**config.mk**
```make
export PLATFORM = sky130hd
export DESIGN_NAME = serial_fifo_ctrl
export DESIGN_NICKNAME = d
export VERILOG_FILES = /design/src/rtl/sfifo_pkg.sv /design/src/rtl/sfifo_cfg_reg.sv /design/src/rtl/sfifo_buffer.sv /design/src/rtl/serial_fifo_ctrl.sv
export SDC_FILE = /design/constraint.sdc
export NUM_CORES = 1
export LEC_CHECK = 0
export ABC_AREA = 1
export BUFFER_PORTS_ARGS = -buffer_cell sky130_fd_sc_hd__buf_2
export CELL_PAD_IN_SITES_DETAIL_PLACEMENT = 0
export CELL_PAD_IN_SITES_GLOBAL_PLACEMENT = 1
export CORE_MARGIN = 2
export CORE_UTILIZATION = 48
export DETAILED_ROUTE_END_ITERATION = 7
export MAX_ROUTING_LAYER = met4
export PLACE_DENSITY = 0.88
export SLEW_MARGIN = 15
export SYNTH_ARGS = -nofsm -noshare
export SYNTH_HDL_FRONTEND = slang
export SYNTH_HIERARCHICAL = 1
export SYNTH_SLANG_ARGS = --single-unit
```
**constraint.sdc**
```tcl
create_clock -name clk -period 3.6 [get_ports clk]
set_input_delay 0.54 -clock clk [delete_from_list [all_inputs] [get_ports clk]]
set_output_delay 0.54 -clock clk [all_outputs]
set_load 0.005 [all_outputs]
```
**src/rtl/sfifo_pkg.sv**
```systemverilog
package sfifo_pkg;
  localparam int FIELD_W = 6;
  localparam int WORD_W  = 32;

  localparam logic [2:0] ADR_TXCFG = 3'd0;
  localparam logic [2:0] ADR_RXCFG = 3'd1;
  localparam logic [2:0] ADR_STAT  = 3'd2;
  localparam logic [2:0] ADR_TXDAT = 3'd3;
  localparam logic [2:0] ADR_RXDAT = 3'd4;

  localparam int BIT_EN    = 0;
  localparam int BIT_DISC  = 1;
  localparam int LVL_LO    = 8;
  localparam int RXCNT_LO  = 0;
  localparam int TXCNT_LO  = 8;
  localparam int TXFREE_LO = 24;

  typedef struct packed {
    logic               en;
    logic [FIELD_W-1:0] lvl;
  } qcfg_t;
endpackage

```
**src/rtl/sfifo_cfg_reg.sv**
```systemverilog
module sfifo_cfg_reg
  import sfifo_pkg::*;
(
  input  logic              clk,
  input  logic              rst_n,
  input  logic              wr,
  input  logic [WORD_W-1:0] wdata,
  output qcfg_t             cfg,
  output logic              discard
);
  always_ff @(posedge clk or negedge rst_n) begin
    if (!rst_n) begin
      cfg     <= '0;
      discard <= 1'b0;
    end else begin
      discard <= wr && wdata[BIT_DISC];
      if (wr) begin
        cfg.en  <= wdata[BIT_EN];
        cfg.lvl <= wdata[LVL_LO +: FIELD_W];
      end
    end
  end
endmodule

```
**src/rtl/sfifo_buffer.sv**
```systemverilog
module sfifo_buffer #(
  parameter int DEPTH  = 16,
  parameter int DATA_W = 8,
  localparam int PTR_W = (DEPTH > 1) ? $clog2(DEPTH) : 1,
  localparam int CNT_W = $clog2(DEPTH + 1)
) (
  input  logic              clk,
  input  logic              rst_n,
  input  logic              clear,
  input  logic              push,
  input  logic [DATA_W-1:0] push_data,
  input  logic              pop,
  output logic [DATA_W-1:0] head,
  output logic [CNT_W-1:0]  count,
  output logic              full,
  output logic              empty
);
  logic [DATA_W-1:0] mem [DEPTH];
  logic [PTR_W-1:0]  wr_ptr, rd_ptr;
  logic [DATA_W-1:0] last_q;
  logic              do_push, do_pop;

  assign full    = (count == CNT_W'(DEPTH));
  assign empty   = (count == '0);
  assign do_push = push && !full && !clear;
  assign do_pop  = pop && !empty && !clear;
  assign head    = empty ? last_q : mem[rd_ptr];

  function automatic logic [PTR_W-1:0] nxt(input logic [PTR_W-1:0] p);
    return (p == PTR_W'(DEPTH - 1)) ? '0 : p + 1'b1;
  endfunction

  always_ff @(posedge clk) begin
    if (do_push) mem[wr_ptr] <= push_data;
  end

  always_ff @(posedge clk or negedge rst_n) begin
    if (!rst_n) begin
      wr_ptr <= '0;
      rd_ptr <= '0;
      count  <= '0;
      last_q <= '0;
    end else if (clear) begin
      wr_ptr <= '0;
      rd_ptr <= '0;
      count  <= '0;
    end else begin
      if (do_push) wr_ptr <= nxt(wr_ptr);
      if (do_pop) begin
        rd_ptr <= nxt(rd_ptr);
        last_q <= mem[rd_ptr];
      end
      case ({do_push, do_pop})
        2'b10:   count <= count + 1'b1;
        2'b01:   count <= count - 1'b1;
        default: count <= count;
      endcase
    end
  end
endmodule

```
**src/rtl/serial_fifo_ctrl.sv**
```systemverilog
module serial_fifo_ctrl
  import sfifo_pkg::*;
#(
  parameter int DEPTH  = 16,
  parameter int DATA_W = 8,
  parameter int ADDR_W = 3,
  localparam int CNT_W = $clog2(DEPTH + 1)
) (
  input  logic              clk,
  input  logic              rst_n,
  input  logic              reg_wr,
  input  logic              reg_rd,
  input  logic [ADDR_W-1:0] reg_addr,
  input  logic [31:0]       reg_wdata,
  output logic [31:0]       reg_rdata,
  input  logic              rx_in_valid,
  output logic              rx_in_ready,
  input  logic [DATA_W-1:0] rx_in_data,
  output logic              tx_out_valid,
  input  logic              tx_out_ready,
  output logic [DATA_W-1:0] tx_out_data,
  output logic              rx_req,
  output logic              tx_req,
  output logic              rx_overrun,
  output logic              tx_idle
);
  qcfg_t             tx_cfg, rx_cfg;
  logic              tx_disc, rx_disc;
  logic [CNT_W-1:0]  tx_count, rx_count;
  logic              tx_full, tx_empty, rx_full, rx_empty;
  logic [DATA_W-1:0] rx_head;
  logic              tx_push, tx_pop, rx_push, rx_pop;
  logic [FIELD_W-1:0] tx_cnt_f, rx_cnt_f, tx_free_f;

  logic sel_txcfg, sel_rxcfg, sel_txdat, sel_rxdat;
  assign sel_txcfg = (reg_addr == ADDR_W'(ADR_TXCFG));
  assign sel_rxcfg = (reg_addr == ADDR_W'(ADR_RXCFG));
  assign sel_txdat = (reg_addr == ADDR_W'(ADR_TXDAT));
  assign sel_rxdat = (reg_addr == ADDR_W'(ADR_RXDAT));

  sfifo_cfg_reg u_txcfg (
    .clk(clk), .rst_n(rst_n), .wr(reg_wr && sel_txcfg),
    .wdata(reg_wdata), .cfg(tx_cfg), .discard(tx_disc)
  );
  sfifo_cfg_reg u_rxcfg (
    .clk(clk), .rst_n(rst_n), .wr(reg_wr && sel_rxcfg),
    .wdata(reg_wdata), .cfg(rx_cfg), .discard(rx_disc)
  );

  assign tx_push = reg_wr && sel_txdat && tx_cfg.en;
  assign tx_pop  = tx_out_valid && tx_out_ready;
  assign rx_push = rx_in_valid && rx_in_ready;
  assign rx_pop  = reg_rd && sel_rxdat && rx_cfg.en;

  sfifo_buffer #(.DEPTH(DEPTH), .DATA_W(DATA_W)) u_txq (
    .clk(clk), .rst_n(rst_n), .clear(tx_disc),
    .push(tx_push), .push_data(reg_wdata[DATA_W-1:0]), .pop(tx_pop),
    .head(tx_out_data), .count(tx_count), .full(tx_full), .empty(tx_empty)
  );
  sfifo_buffer #(.DEPTH(DEPTH), .DATA_W(DATA_W)) u_rxq (
    .clk(clk), .rst_n(rst_n), .clear(rx_disc),
    .push(rx_push), .push_data(rx_in_data), .pop(rx_pop),
    .head(rx_head), .count(rx_count), .full(rx_full), .empty(rx_empty)
  );

  assign tx_cnt_f  = FIELD_W'(tx_count);
  assign rx_cnt_f  = FIELD_W'(rx_count);
  assign tx_free_f = FIELD_W'(DEPTH) - tx_cnt_f;

  assign rx_in_ready  = rx_cfg.en;
  assign rx_overrun   = rx_in_valid && rx_cfg.en && rx_full;
  assign tx_out_valid = tx_cfg.en && !tx_empty;
  assign tx_idle      = tx_empty;
  assign rx_req       = rx_cfg.en && (rx_cnt_f >= rx_cfg.lvl);
  assign tx_req       = tx_cfg.en && (tx_free_f >= tx_cfg.lvl);

  function automatic logic [31:0] cfg_word(input qcfg_t c);
    logic [31:0] w;
    w = '0;
    w[BIT_EN] = c.en;
    w[LVL_LO +: FIELD_W] = c.lvl;
    return w;
  endfunction

  always_comb begin
    reg_rdata = '0;
    case (reg_addr)
      ADDR_W'(ADR_TXCFG): reg_rdata = cfg_word(tx_cfg);
      ADDR_W'(ADR_RXCFG): reg_rdata = cfg_word(rx_cfg);
      ADDR_W'(ADR_STAT): begin
        reg_rdata[RXCNT_LO  +: FIELD_W] = rx_cnt_f;
        reg_rdata[TXCNT_LO  +: FIELD_W] = tx_cnt_f;
        reg_rdata[TXFREE_LO +: FIELD_W] = tx_free_f;
      end
      ADDR_W'(ADR_RXDAT): reg_rdata[DATA_W-1:0] = rx_head;
      default: reg_rdata = '0;
    endcase
  end
endmodule

```
# Word-level counts from Yosys, hierarchy flattened
# Memories as Yosys holds them, arrays and structs flattened.
# Index checks and enable logic that the tools add are counted.
# W data, S select, Z words.
# totals
ff_bits,58
mem_bits_rw,256
output_inout_bits,46
word_cells,108
mem_count,2
# memory_table
memory,depth,width,rd,rd_ports_with_merged_regs,write_ports,line_no,source
u_rxq.mem,16,8,1,0,1,sfifo_buffer.sv:18,logic [DATA_W-1:0] mem [DEPTH];
u_txq.mem,16,8,1,0,1,sfifo_buffer.sv:18,
# classes
add_sub_neg,9
magnitude_cmp,2
n_eq_ne,14
muxes,26
bitwise,2
reduce_logical,39
# ops
op,n
$mux W4,12
$pmux W6 S4,1
$logic_and A1 B1 Y1,22
$pmux W5 S2,2
$pmux W6 S3,1
$add A4 B1 Y4 const B,4
$eq A4 B4 Y1 const B,4
$mux W8,2
$add A5 B1 Y5 const B,2
$eq A5 B5 Y1 const B,2
$logic_not A5 Y1,2
$mux W5,2
$sub A5 B1 Y5 const B,2
$reduce_bool A2 Y1,4
$eq A3 B2 Y1 const B,2
$ge A5 B6 Y1,1
$ge A6 B6 Y1,1
$logic_not A1 Y1,6
$mux W6,1
$reduce_bool A3 Y1,2
$sub A5 B5 Y6 const A,1
$eq A2 B1 Y1 const B,2
$eq A2 B2 Y1 const B,2
$mux W1,4
6 further kinds,8

# Longest topological paths before layout
# Gate-level depths: netlist of run 1.
# depth
depth_word,9
depth_mapped,19

# Modules after synthesis
# Netlist of run 1, hierarchy kept.
# modules_own_cells
mod,instances,cells_per_inst,area_per_inst_um2
sfifo_buffer at u_txq,1,546,6324.8
sfifo_buffer at u_rxq,1,547,6298.5
serial_fifo_ctrl,1,164,875.8
sfifo_cfg_reg,2,33,301.5

# Least setup slack after synthesis of run 1
# No wires, ideal clock.
# synth_timing
kind,register to register
start,register u_txq.count[4]
end,register u_txq.count[4]
setup_time_ns,0.117
t_arrival_ns,2.675
required_ns,3.483
setup_slack_ns,0.807
path_stages_with_launch,19
synth_period_minus_slack_ns,2.793
path_cell_list,dfrtp_1 -> inv_1 -> nand3_2 -> buf_6 -> clkbuf_1 -> inv_1 -> nor3b_1 -> nand3_4 -> inv_4 -> nand2_2 -> nor2_1 -> nor2_2 -> ha_1 -> inv_1 -> nand2_2 -> nand3_2 -> nand3b_1 -> nand3_1 -> nand2_1
# synth_via
elab_chain_len,9
word_cells_on_any_way,17
classes_between,add/sub (2); eq/ne (3); mux (2); reduce/logical (10)
# synth_rtl
item,line_no,source
"start, declared",sfifo_buffer.sv:14,"output logic [CNT_W-1:0] count,"
"start signal, assigned",sfifo_buffer.sv:54,2'b10: count <= count + 1'b1;
"start signal, assigned",sfifo_buffer.sv:55,2'b01: count <= count - 1'b1;
"start signal, assigned",sfifo_buffer.sv:56,default: count <= count;
$logic_not A5 Y1 *,sfifo_buffer.sv:24,assign empty = (count == '0);
via tx_idle,serial_fifo_ctrl.sv:25,output logic tx_idle
$logic_not A1 Y1 *,serial_fifo_ctrl.sv:72,assign tx_out_valid = tx_cfg.en && !tx_empty;
$logic_and A1 B1 Y1 *,serial_fifo_ctrl.sv:72,
$logic_and A1 B1 Y1 *,serial_fifo_ctrl.sv:51,assign tx_pop = tx_out_valid && tx_out_ready;
via tx_pop,serial_fifo_ctrl.sv:32,"logic tx_push, tx_pop, rx_push, rx_pop;"
$logic_and A1 B1 Y1 * (2 in series),sfifo_buffer.sv:26,assign do_pop = pop && !empty && !clear;
$eq A2 B1 Y1 or $eq A2 B2 Y1 (tied branches),sfifo_buffer.sv:53,"case ({do_push, do_pop})"
$pmux W5 S2,sfifo_buffer.sv:53,
$mux W5,sfifo_buffer.sv:43,end else if (clear) begin
# The timed path passes the listed nets; every way through them passes the cells marked *.
# A chain may end at the register's enable or synchronous reset.

# Worst setup path after layout of run 1
# layout_timing
start,register u_rxq.rd_ptr[1]
end,output port reg_rdata[2]
# layout_via
elab_chain_len,3
# layout_rtl
item,line_no,source
"start, declared",sfifo_buffer.sv:19,"logic [PTR_W-1:0] wr_ptr, rd_ptr;"
"start signal, assigned",sfifo_buffer.sv:50,rd_ptr <= nxt(rd_ptr);
$mem_v2 Z16 W8,--,
$mux W8,sfifo_buffer.sv:27,assign head = empty ? last_q : mem[rd_ptr];
via rx_head[2],serial_fifo_ctrl.sv:31,logic [DATA_W-1:0] rx_head;
$pmux W6 S4,serial_fifo_ctrl.sv:87,case (reg_addr)
"end, declared",serial_fifo_ctrl.sv:15,"output logic [31:0] reg_rdata,"
# The timed path passes the listed nets, and every way through them passes these cells.

==> run summary, run 1 <==
TritonCTS clock tree - done
DRC violations left - 0
FMAX - 0.290 GHz
max-cap viol count - 0
number of global-route vias before repair - 9,415
Num Clock Sinks - 314
result of the run - complete, no violations
Max-Slew Margin vs Limit - 31.2%
IO Pins - 95
mean instance size in the synthesized netlist - 10.7 µm²
placed inst area - 14,700 µm²
leak pwr - 6.12 nW
slew at the pin with the worst max-slew slack - 1030 ps
Cell Area, Synth - 14,100 µm²
crit share post-route - 95.6%
CP dominant cell by count - sky130_fd_sc_hd__o21ai_0
final period demand of the worst path - 3440 ps
source-to-sink clock delay at the later pin of the worst-skew pair - 510 ps
CP max stage cell - sky130_fd_sc_hd__dfrtp_1
count of endpoints failing setup in the final report - 0
type of element launching the critical path - flip-flop
CP max stage delay - 520 ps
wirelength, routed - 31.9 mm
critical path endpoint category - output pin
number of core rows - 62
initial core utilization - 49.0%
Routed Antenna Nets - 0
half-perimeter wire length after detailed placement - 20.7 mm
total count of hold-check failures in the final report - 0
total routing resource utilization after global routing - 21.7%
area of the core - 28,800 µm²
post-layout utilization of the core - 54.8%
global-route wire length before repair - 50.5 mm
ratio of cells with drive above 1 in the final layout - 13.3%
hold slack final - 244 ps
non-filler instance count after layout - 1,796
instance count after placement with tap cells included - 1,734
clock-pin slew of the registers on the worst-case setup and hold paths - 60 ps
area delta synth->final - 11.8%
class of the worst hold path - input port to flip-flop
detailed-routing iteration count for the pre-antenna-repair pass - 6
Clock Skews - 14.9 ps
die width - 175 µm
startpoint-to-endpoint class of the critical path - flip-flop to output pin
detailed-route via count - 9,793
number of H-tree levels - 2
floorplan die height - 175 µm
cell-by-cell trace of the critical path - inv_1 > o21ai_0 > o221a_2 > o21ai_0 > nand2_1 > o21ai_0 > nand3_1 > nand2_1 > buf_2
maximum net fanout on the critical path - 17
buffer cell driving the clock tree root - sky130_fd_sc_hd__clkbuf_16
Setup Buffers After CTS - 0
VDD IR-drop max - 0.527 mV
Arrival @ worst endpoint - 2900 ps
RSZ-0062 raised after global routing - yes
Pwr per Cell Area - 680 nW/µm²
required time of the critical path - 3060 ps
number of vias per cell - 5.45
number of diodes added for antenna fixing - 0
global placement routability congestion - 0.850
overflow left after global routing - 0
maximum number of pins on one net before global-route repair - 68
DRC marker count from the first detailed-route iteration - 849
cell count after synthesis - 1,321
# nets final - 1,462
clock buffers created by TritonCTS - 34
area of all placed cells without fillers - 15,800 µm²
Port Buf Inserts - 64
count of pins over their slew limit - 0
Synth Warn # - 6
number of antenna violations at the first check in global routing - 0
Routed wire per std cell - 17.7 µm
Max Buffers Root-to-Sink - 3
full die area - 30,800 µm²
## stage by stage
stage | worst slack (ps) | total power, mW | TNS, ps
2_1_floorplan | 807 | 6.65 | 0
3_3_place_gp | 712 | 7.54 | 0
3_5_place_dp | 655 | 7.62 | 0
4_1_cts | 117 | 10.8 | 0
5_1_grt | -25.5 | 11.4 | -25.5
6_report | 157 | 10.7 | 0
## area by class of cell
class / count / area (µm²)
fillers: 2483 / 13000
flip-flops and latches: 314 / 9140
multi-input cells: 842 / 4210
clock buffers: 43 / 885
repair buffers: 82 / 495
well taps: 384 / 480
inverters: 113 / 432
clock inverters: 18 / 114
## per-layer routing
| metal | GRT usage (%) | wire [µm] |
|---|---|---|
| met1 | 28.8 | 13700 |
| met2 | 35.1 | 15300 |
| met3 | 3.16 | 2010 |
| met4 | 6.15 | 822 |
| met5 | - | 0 |
## state kept, by name (all words and copies together) (netlist names)
signal,cells
u_txq/rd_ptr,4
u_rxq/count,5
u_txcfg/discard,1
u_txq/mem,128
u_txq/count,5
u_txcfg/cfg,7
u_rxq/last_q,8
u_rxq/mem,128
u_rxcfg/discard,1
u_txq/last_q,8
u_rxcfg/cfg,7
u_rxq/wr_ptr,4
u_txq/wr_ptr,4
u_rxq/rd_ptr,4
## cell usage in the layout, fill, tap and decap left out, types with 5 or more instances in the layout
cell type / count
sky130_fd_sc_hd__nand2_1: 308
sky130_fd_sc_hd__edfxtp_1: 256
sky130_fd_sc_hd__nor2_1: 121
sky130_fd_sc_hd__o21ai_0: 114
sky130_fd_sc_hd__inv_1: 94
sky130_fd_sc_hd__nand3_1: 64
sky130_fd_sc_hd__buf_2: 64
sky130_fd_sc_hd__dfrtp_1: 55
sky130_fd_sc_hd__a21oi_1: 48
sky130_fd_sc_hd__clkbuf_16: 34
sky130_fd_sc_hd__o21ai_1: 28
sky130_fd_sc_hd__ha_1: 26
sky130_fd_sc_hd__o22ai_1: 26
sky130_fd_sc_hd__a211oi_1: 19
sky130_fd_sc_hd__inv_2: 14
sky130_fd_sc_hd__buf_4: 14
sky130_fd_sc_hd__conb_1: 12
sky130_fd_sc_hd__nand4_1: 9
sky130_fd_sc_hd__clkbuf_1: 9
sky130_fd_sc_hd__nand2_2: 8
sky130_fd_sc_hd__nor2_2: 8
sky130_fd_sc_hd__clkinv_1: 8
sky130_fd_sc_hd__o221a_2: 7
sky130_fd_sc_hd__o221ai_1: 6
sky130_fd_sc_hd__nor2_4: 5
sky130_fd_sc_hd__nor3_1: 5
sky130_fd_sc_hd__clkinvlp_4: 5
## critical path, delay by kind of cell (launching register included)
kind,cells,cell delay (ps)
compound gates,4,980
buf+inv,2,580
flops,1,520
simple gates,3,300
## where the power goes
part           switching (mW)  internal, mW  leakage [nW]
logic                    2.05          1.04          2.62
registers               0.282          4.20          3.03
clock network            1.38          1.76         0.471
## path summary, 6_finish.rpt
check / from / to / slack (ps) / cells past startpoint
max in group asynchronous: rst_n / u_rxq/rd_ptr[2]$_DFFE_PN0P_ / 2460 / 3
setup reg to reg: u_txq/count[4]$_DFFE_PN0P_ / u_txq/count[4]$_DFFE_PN0P_ / 850 / 16
hold reg to reg: u_txcfg/cfg[5]$_DFFE_PN0P_ / u_txcfg/cfg[5]$_DFFE_PN0P_ / 470 / 2
min in group asynchronous: rst_n / u_txq/last_q[6]$_DFFE_PN0P_ / 480 / 2
setup / recovery: u_rxq/rd_ptr[1]$_DFFE_PN0P_ / reg_rdata[2] / 160 / 9
hold / removal: reg_wdata[8] / u_rxcfg/cfg[0]$_DFFE_PN0P_ / 240 / 3
## timing repair
item / CTS / global route
endpoints found under the setup margin: 0 / 2
endpoints found under the hold margin: 14 / 0
resized for setup: 0 / 1
hold buffers: 1 / 0
Note: power is estimated with default switching activity, not from simulation.
==> inputs of run 2 (changes only) <==
==> constraint.sdc (replaced) <==
create_clock -name clk -period 3.6 [get_ports clk]
set_input_delay 0.72 -clock clk [delete_from_list [all_inputs] [get_ports clk]]
set_output_delay 0.72 -clock clk [all_outputs]
set_load 0.005 [all_outputs]
==> run 2 against run 1 <==
Against the previous run:
- count of clock-buffer cells in the layout unchanged
- hold slack got worse by 97 ps
- cell area is 1.3% higher
- clock power is 4% higher
- sequential power is essentially flat
- largest power group unchanged
- global-route usage rose by 0.16 points
- sequential share of layout area shrank 0.72 points
- cell count rose by 1.2%
- register-to-register slack better by 20 ps
- power grew 1.6%
- wire length is 1.2% higher
==> run summary, run 2 (synthesis gave the netlist of run 1 again) <==
CP max stage delay - 520 ps
buffer cell driving the clock tree root - sky130_fd_sc_hd__clkbuf_16
type of element launching the critical path - flip-flop
required time of the critical path - 2880 ps
overflow left after global routing - 0
global-route wire length before repair - 50.9 mm
final period demand of the worst path - 3400 ps
most frequent cells in the layout - sky130_fd_sc_hd__nand2_1 (308), sky130_fd_sc_hd__edfxtp_1 (256), sky130_fd_sc_hd__nor2_1 (121)
TritonCTS clock tree - done
max-cap viol count - 0
Arrival @ worst endpoint - 2680 ps
worst-case register-to-register setup slack - 870 ps
clock buffers created by TritonCTS - 34
hold slack final - 147 ps
number of vias per cell - 5.42
Fillers - 2,449
Clock Skews - 24.8 ps
half-perimeter wire length after detailed placement - 21.1 mm
area of the core - 28,800 µm²
# nets final - 1,485
detailed-route via count - 9,860
Max Buffers Root-to-Sink - 3
CTS hold repair buffers - 0
result of the run - complete, no violations
FMAX - 0.294 GHz
cell-by-cell trace of the critical path - buf_4 > nor2_1 > inv_1 > a21oi_1 > a211oi_1 > o21ai_0 > o21ai_0 > nand2_1 > o21ai_0 > nand3_1 > nand2_1 > buf_2
count of pins over their slew limit - 0
post-layout utilization of the core - 55.5%
ratio of cells with drive above 1 in the final layout - 15.0%
largest registers - u_rxq/mem x128, u_txq/mem x128
global placement routability congestion - 0.842
most frequent standard cell in the layout excluding fill and tap cells - sky130_fd_sc_hd__nand2_1
leak pwr - 6.27 nW
count of endpoints failing setup in the final report - 0
number of H-tree levels - 2
detailed-routing iteration count for the pre-antenna-repair pass - 5
source-to-sink clock delay at the later pin of the worst-skew pair - 520 ps
initial core utilization - 49.0%
area delta synth->final - 13.2%
die width - 175 µm
Pwr per Cell Area - 682 nW/µm²
floorplan die height - 175 µm
CP max stage cell - sky130_fd_sc_hd__dfrtp_2
number of global-route vias before repair - 9,486
number of core rows - 62
total count of hold-check failures in the final report - 0
critical path endpoint category - output pin
Max-Slew Margin vs Limit - 35.3%
IO Pins - 95
Routed wire per std cell - 17.7 µm
non-filler instance count after layout - 1,818
number of antenna violations at the first check in global routing - 0
full die area - 30,800 µm²
startpoint-to-endpoint class of the critical path - flip-flop to output pin
summed negative setup slack over all endpoints - 0 ps
total routing resource utilization after global routing - 21.9%
maximum number of pins on one net before global-route repair - 66
CP dominant cell by count - sky130_fd_sc_hd__o21ai_0
DRC marker count from the first detailed-route iteration - 901
instance count after placement with tap cells included - 1,758
Num Clock Sinks - 314
slew at the pin with the worst max-slew slack - 967 ps
Port Buf Inserts - 64
clock-pin slew of the registers on the worst-case setup and hold paths - 60 ps
DRC violations left - 0
RSZ-0062 raised after global routing - no
class of the worst hold path - input port to async pin
wirelength, routed - 32.2 mm
maximum net fanout on the critical path - 11
Routed Antenna Nets - 0
number of diodes added for antenna fixing - 0
VDD IR-drop max - 0.536 mV
crit share post-route - 94.5%
==> run 2: cell count changes in the layout (fill, tap and decap cells not counted), sizes merged <==
| cell | change |
|---|---|
| buf | +24 |
| bufinv | +2 |
| clkinvlp | -4 |
| dlygate4sd3 | -1 |
| inv | +1 |
==> run 2: worst max-delay path: cells and delay by family, from the launching register on <==
family,cells,cell delay (ps)
and+or+nand+nor,4,360
buffers and inverters,3,560
AOI/OAI and AO/OA,5,730
DFF,1,520
==> run 2: final cells by class <==
| cell class | instances | area, µm² | share of cell area [%] |
|---|---|---|---|
| tap | 384 | 480 | 3.01 |
| multi-input combinational | 842 | 4210 | 26.4 |
| clock buffer | 43 | 885 | 5.54 |
| sequential | 314 | 9140 | 57.3 |
| inverter | 113 | 432 | 2.70 |
| timing repair buffer | 105 | 653 | 4.09 |
| clock inverter | 17 | 156 | 0.980 |
==> run 2: repair_timing <==
action	4_1_cts	5_1_grt
buffers inserted	0	0
gates resized for setup	0	3
setup endpoints to repair	0	9
==> run 2: power by group <==
group,internal [mW],switching (mW),total [mW]
logic,1.06,2.08,3.14
registers,4.20,0.289,4.49
clock network,1.90,1.36,3.26
==> run 2: worst paths after layout <==
kind	from	end	cells past startpoint
max	u_rxq/rd_ptr[1]$_DFFE_PN0P_	reg_rdata[2]	12
min	rst_n	u_txq/last_q[3]$_DFFE_PN0P_	1
max reg2reg	u_txq/count[4]$_DFFE_PN0P_	u_txq/count[4]$_DFFE_PN0P_	16
min reg2reg	u_rxcfg/cfg[4]$_DFFE_PN0P_	u_rxcfg/cfg[4]$_DFFE_PN0P_	2
max in group asynchronous	rst_n	u_rxq/rd_ptr[0]$_DFFE_PN0P_	2
min in group clk	reg_wdata[8]	u_rxcfg/cfg[0]$_DFFE_PN0P_	3
==> run 2: per-layer routing <==
metal | track usage [%] | vias to the layer above | routed length (µm)
li1 | - | 4726 | -
met1 | 28.5 | 4756 | 13700
met2 | 35.6 | 317 | 15700
met3 | 2.71 | 61 | 1980
met4 | 7.64 | 0 | 884
met5 | - | - | 0
==> run 2: through the flow <==
stage	worst slack [ps]	area (µm²)	power, mW
finish	197	16000	10.9
global route	45.2	16000	11.5
CTS	59.4	16000	10.9
detailed placement	616	14900	7.65
global placement	685	14900	7.57
floorplan	807	14100	6.65
==> inputs of run 3 (changes only) <==
--- a/config.mk
+++ b/config.mk
@@ -14,6 +14,7 @@
 export DETAILED_ROUTE_END_ITERATION = 7
 export MAX_ROUTING_LAYER = met4
 export PLACE_DENSITY = 0.88
+export REMOVE_ABC_BUFFERS = 1
 export SLEW_MARGIN = 15
 export SYNTH_ARGS = -nofsm -noshare
 export SYNTH_HDL_FRONTEND = slang
==> run 3 against run 2 <==
Against the previous run:
- count of clock-buffer cells in the layout is 1 higher
- sequential cell count unchanged
- sequential power barely moved
- power decreased by 0.48%
- wire length down 0.92%
- largest cell class unchanged
- clock skew barely moved
- first-iteration DRC count decreased by 4.3%
- register-to-register slack about the same
- sequential share of layout area up 0.13 points
- via count is 0.57% lower
- non-clock buffer count fell by 8
- hold slack gained 130 ps
- largest power group unchanged
==> run summary, run 3 (synthesis gave the netlist of run 1 again) <==
final period demand of the worst path - 3430 ps
placed inst area - 14,900 µm²
ratio of cells with drive above 1 in the final layout - 14.6%
buffer cell driving the clock tree root - sky130_fd_sc_hd__clkbuf_16
RSZ-0062 raised after global routing - no
detailed-route via count - 9,804
wirelength, routed - 32.0 mm
Resized cells post-CTS - 0
maximum net fanout on the critical path - 39
DRC marker count from the first detailed-route iteration - 862
leak pwr - 6.24 nW
Arrival @ worst endpoint - 2710 ps
source-to-sink clock delay at the later pin of the worst-skew pair - 520 ps
CP max stage delay - 420 ps
Routed wire per std cell - 17.6 µm
most frequent standard cell in the layout excluding fill and tap cells - sky130_fd_sc_hd__nand2_1
fraction of power consumed by the clock network - 30.2%
area delta synth->final - 13.0%
internal power - 7.12 mW
total routing resource utilization after global routing - 21.6%
number of H-tree levels - 2
Fillers - 2,439
full die area - 30,800 µm²
floorplan die height - 175 µm
Pwr per Cell Area - 681 nW/µm²
Clock Skews - 25.0 ps
maximum number of pins on one net before global-route repair - 66
startpoint-to-endpoint class of the critical path - flip-flop to output pin
global-route wire length before repair - 50.4 mm
Max-Slew Margin vs Limit - 35.7%
CTS hold repair buffers - 0
Routed Antenna Nets - 0
count of pins over their slew limit - 0
count of endpoints failing setup in the final report - 0
CP max stage cell - sky130_fd_sc_hd__dfrtp_2
number of antenna violations at the first check in global routing - 0
Port Buf Inserts - 64
sequential power share - 41.3%
DRC violations left - 0
initial core utilization - 49.0%
clock-pin slew of the registers on the worst-case setup and hold paths - 60 ps
area of all placed cells without fillers - 15,900 µm²
half-perimeter wire length after detailed placement - 21.0 mm
most frequent cells in the layout - sky130_fd_sc_hd__nand2_1 (308), sky130_fd_sc_hd__edfxtp_1 (256), sky130_fd_sc_hd__nor2_1 (121)
non-filler instance count after layout - 1,812
Max Buffers Root-to-Sink - 3
crit share post-route - 95.2%
VDD IR-drop max - 0.484 mV
number of diodes added for antenna fixing - 0
largest registers - u_rxq/mem x128, u_txq/mem x128
instance count after placement with tap cells included - 1,750
class of the worst hold path - input port to async pin
switching pwr - 3.71 mW
total count of hold-check failures in the final report - 0
area of the core - 28,800 µm²
number of core rows - 62
detailed-routing iteration count for the pre-antenna-repair pass - 5
Num Clock Sinks - 314
Setup Buffers After CTS - 0
required time of the critical path - 2880 ps
TritonCTS clock tree - done
overflow left after global routing - 0
IO Pins - 95
die width - 175 µm
global placement routability congestion - 0.855
result of the run - complete, no violations
max-cap viol count - 0
sequential cell area - 9150 µm²
Multi-input gate area - 4210 µm²
part of the power in combinational logic - 28.5%
FMAX - 0.292 GHz
type of element launching the critical path - flip-flop
# nets final - 1,477
slew at the pin with the worst max-slew slack - 961 ps
number of global-route vias before repair - 9,397
clock buffers created by TritonCTS - 34
CP dominant cell by count - sky130_fd_sc_hd__nand2_1
cell-by-cell trace of the critical path - clkinv_1 > buf_6 > buf_4 > o21ai_0 > o221ai_1 > nand4_1 > nand2_1 > nand2_1 > o21ai_0 > nand3_1 > nand2_1 > buf_2
critical path endpoint category - output pin
Sw Share - 34.3%
number of vias per cell - 5.41
-- run 3: worst max-delay path, delay by kind of cell, from the launching register on --
kind,cells,cell delay (ps)
AOI/OAI and AO/OA,3,430
buffers and inverters,4,730
DFF,1,420
and+or+nand+nor,5,630
-- run 3: cell type report --
| class | count | area share, % |
|---|---|---|
| clock inverters | 18 | 1.03 |
| inverters | 113 | 2.71 |
| flip-flops and latches | 314 | 57.4 |
| repair buffers | 97 | 3.75 |
| clock buffers | 44 | 5.64 |
| multi-input cells | 842 | 26.4 |
| well taps | 384 | 3.02 |
-- run 3: metal layers --
layer | global-route usage (%) | up-vias | share of wire [%]
met4 | 6.11 | 0 | 2.0
met1 | 27.5 | 4731 | 41
met2 | 36.3 | 308 | 51
met3 | 2.92 | 51 | 6.0
li1 | - | 4714 | -
met5 | - | - | 0
-- run 3: through the flow --
stage          setup slack, ps  power [mW]  utilization (%)  hold WS (ps)  setup TNS (ps)
6_report                   173        10.8             55.3           279               0
5_1_grt                   29.8        11.5             55.3           329               0
4_1_cts                    101        10.9             55.3           296               0
3_5_place_dp               652        7.61             51.6           458               0
3_3_place_gp               698        7.52             51.6           455               0
2_1_floorplan             -231        6.51                -           424           -1910
-- run 3: final timing paths --
| path | startpoint | end | depth (start not counted) | slack [ps] |
|---|---|---|---|---|
| max | u_rxq/rd_ptr[0]$_DFFE_PN0P_ | reg_rdata[3] | 12 | 170 |
| min | rst_n | u_txq/last_q[3]$_DFFE_PN0P_ | 1 | 280 |
| max reg2reg | u_txq/count[4]$_DFFE_PN0P_ | u_txq/count[4]$_DFFE_PN0P_ | 16 | 870 |
| min reg2reg | u_txcfg/cfg[5]$_DFFE_PN0P_ | u_txcfg/cfg[5]$_DFFE_PN0P_ | 2 | 490 |
| max in group asynchronous | rst_n | u_rxq/wr_ptr[0]$_DFFE_PN0P_ | 2 | 2610 |
| min in group clk | reg_wdata[11] | u_rxcfg/cfg[3]$_DFFE_PN0P_ | 3 | 450 |
-- run 3: power by group through the flow --
| stage | clock network, mW | logic [mW] | registers, mW |
|---|---|---|---|
| 2_1_floorplan | 0 | 1.93 | 4.57 |
| 3_3_place_gp | 0 | 2.98 | 4.54 |
| 3_5_place_dp | 0 | 3.06 | 4.55 |
| 4_1_cts | 3.33 | 3.08 | 4.48 |
| 5_1_grt | 3.47 | 3.50 | 4.52 |
| 6_report | 3.27 | 3.09 | 4.48 |
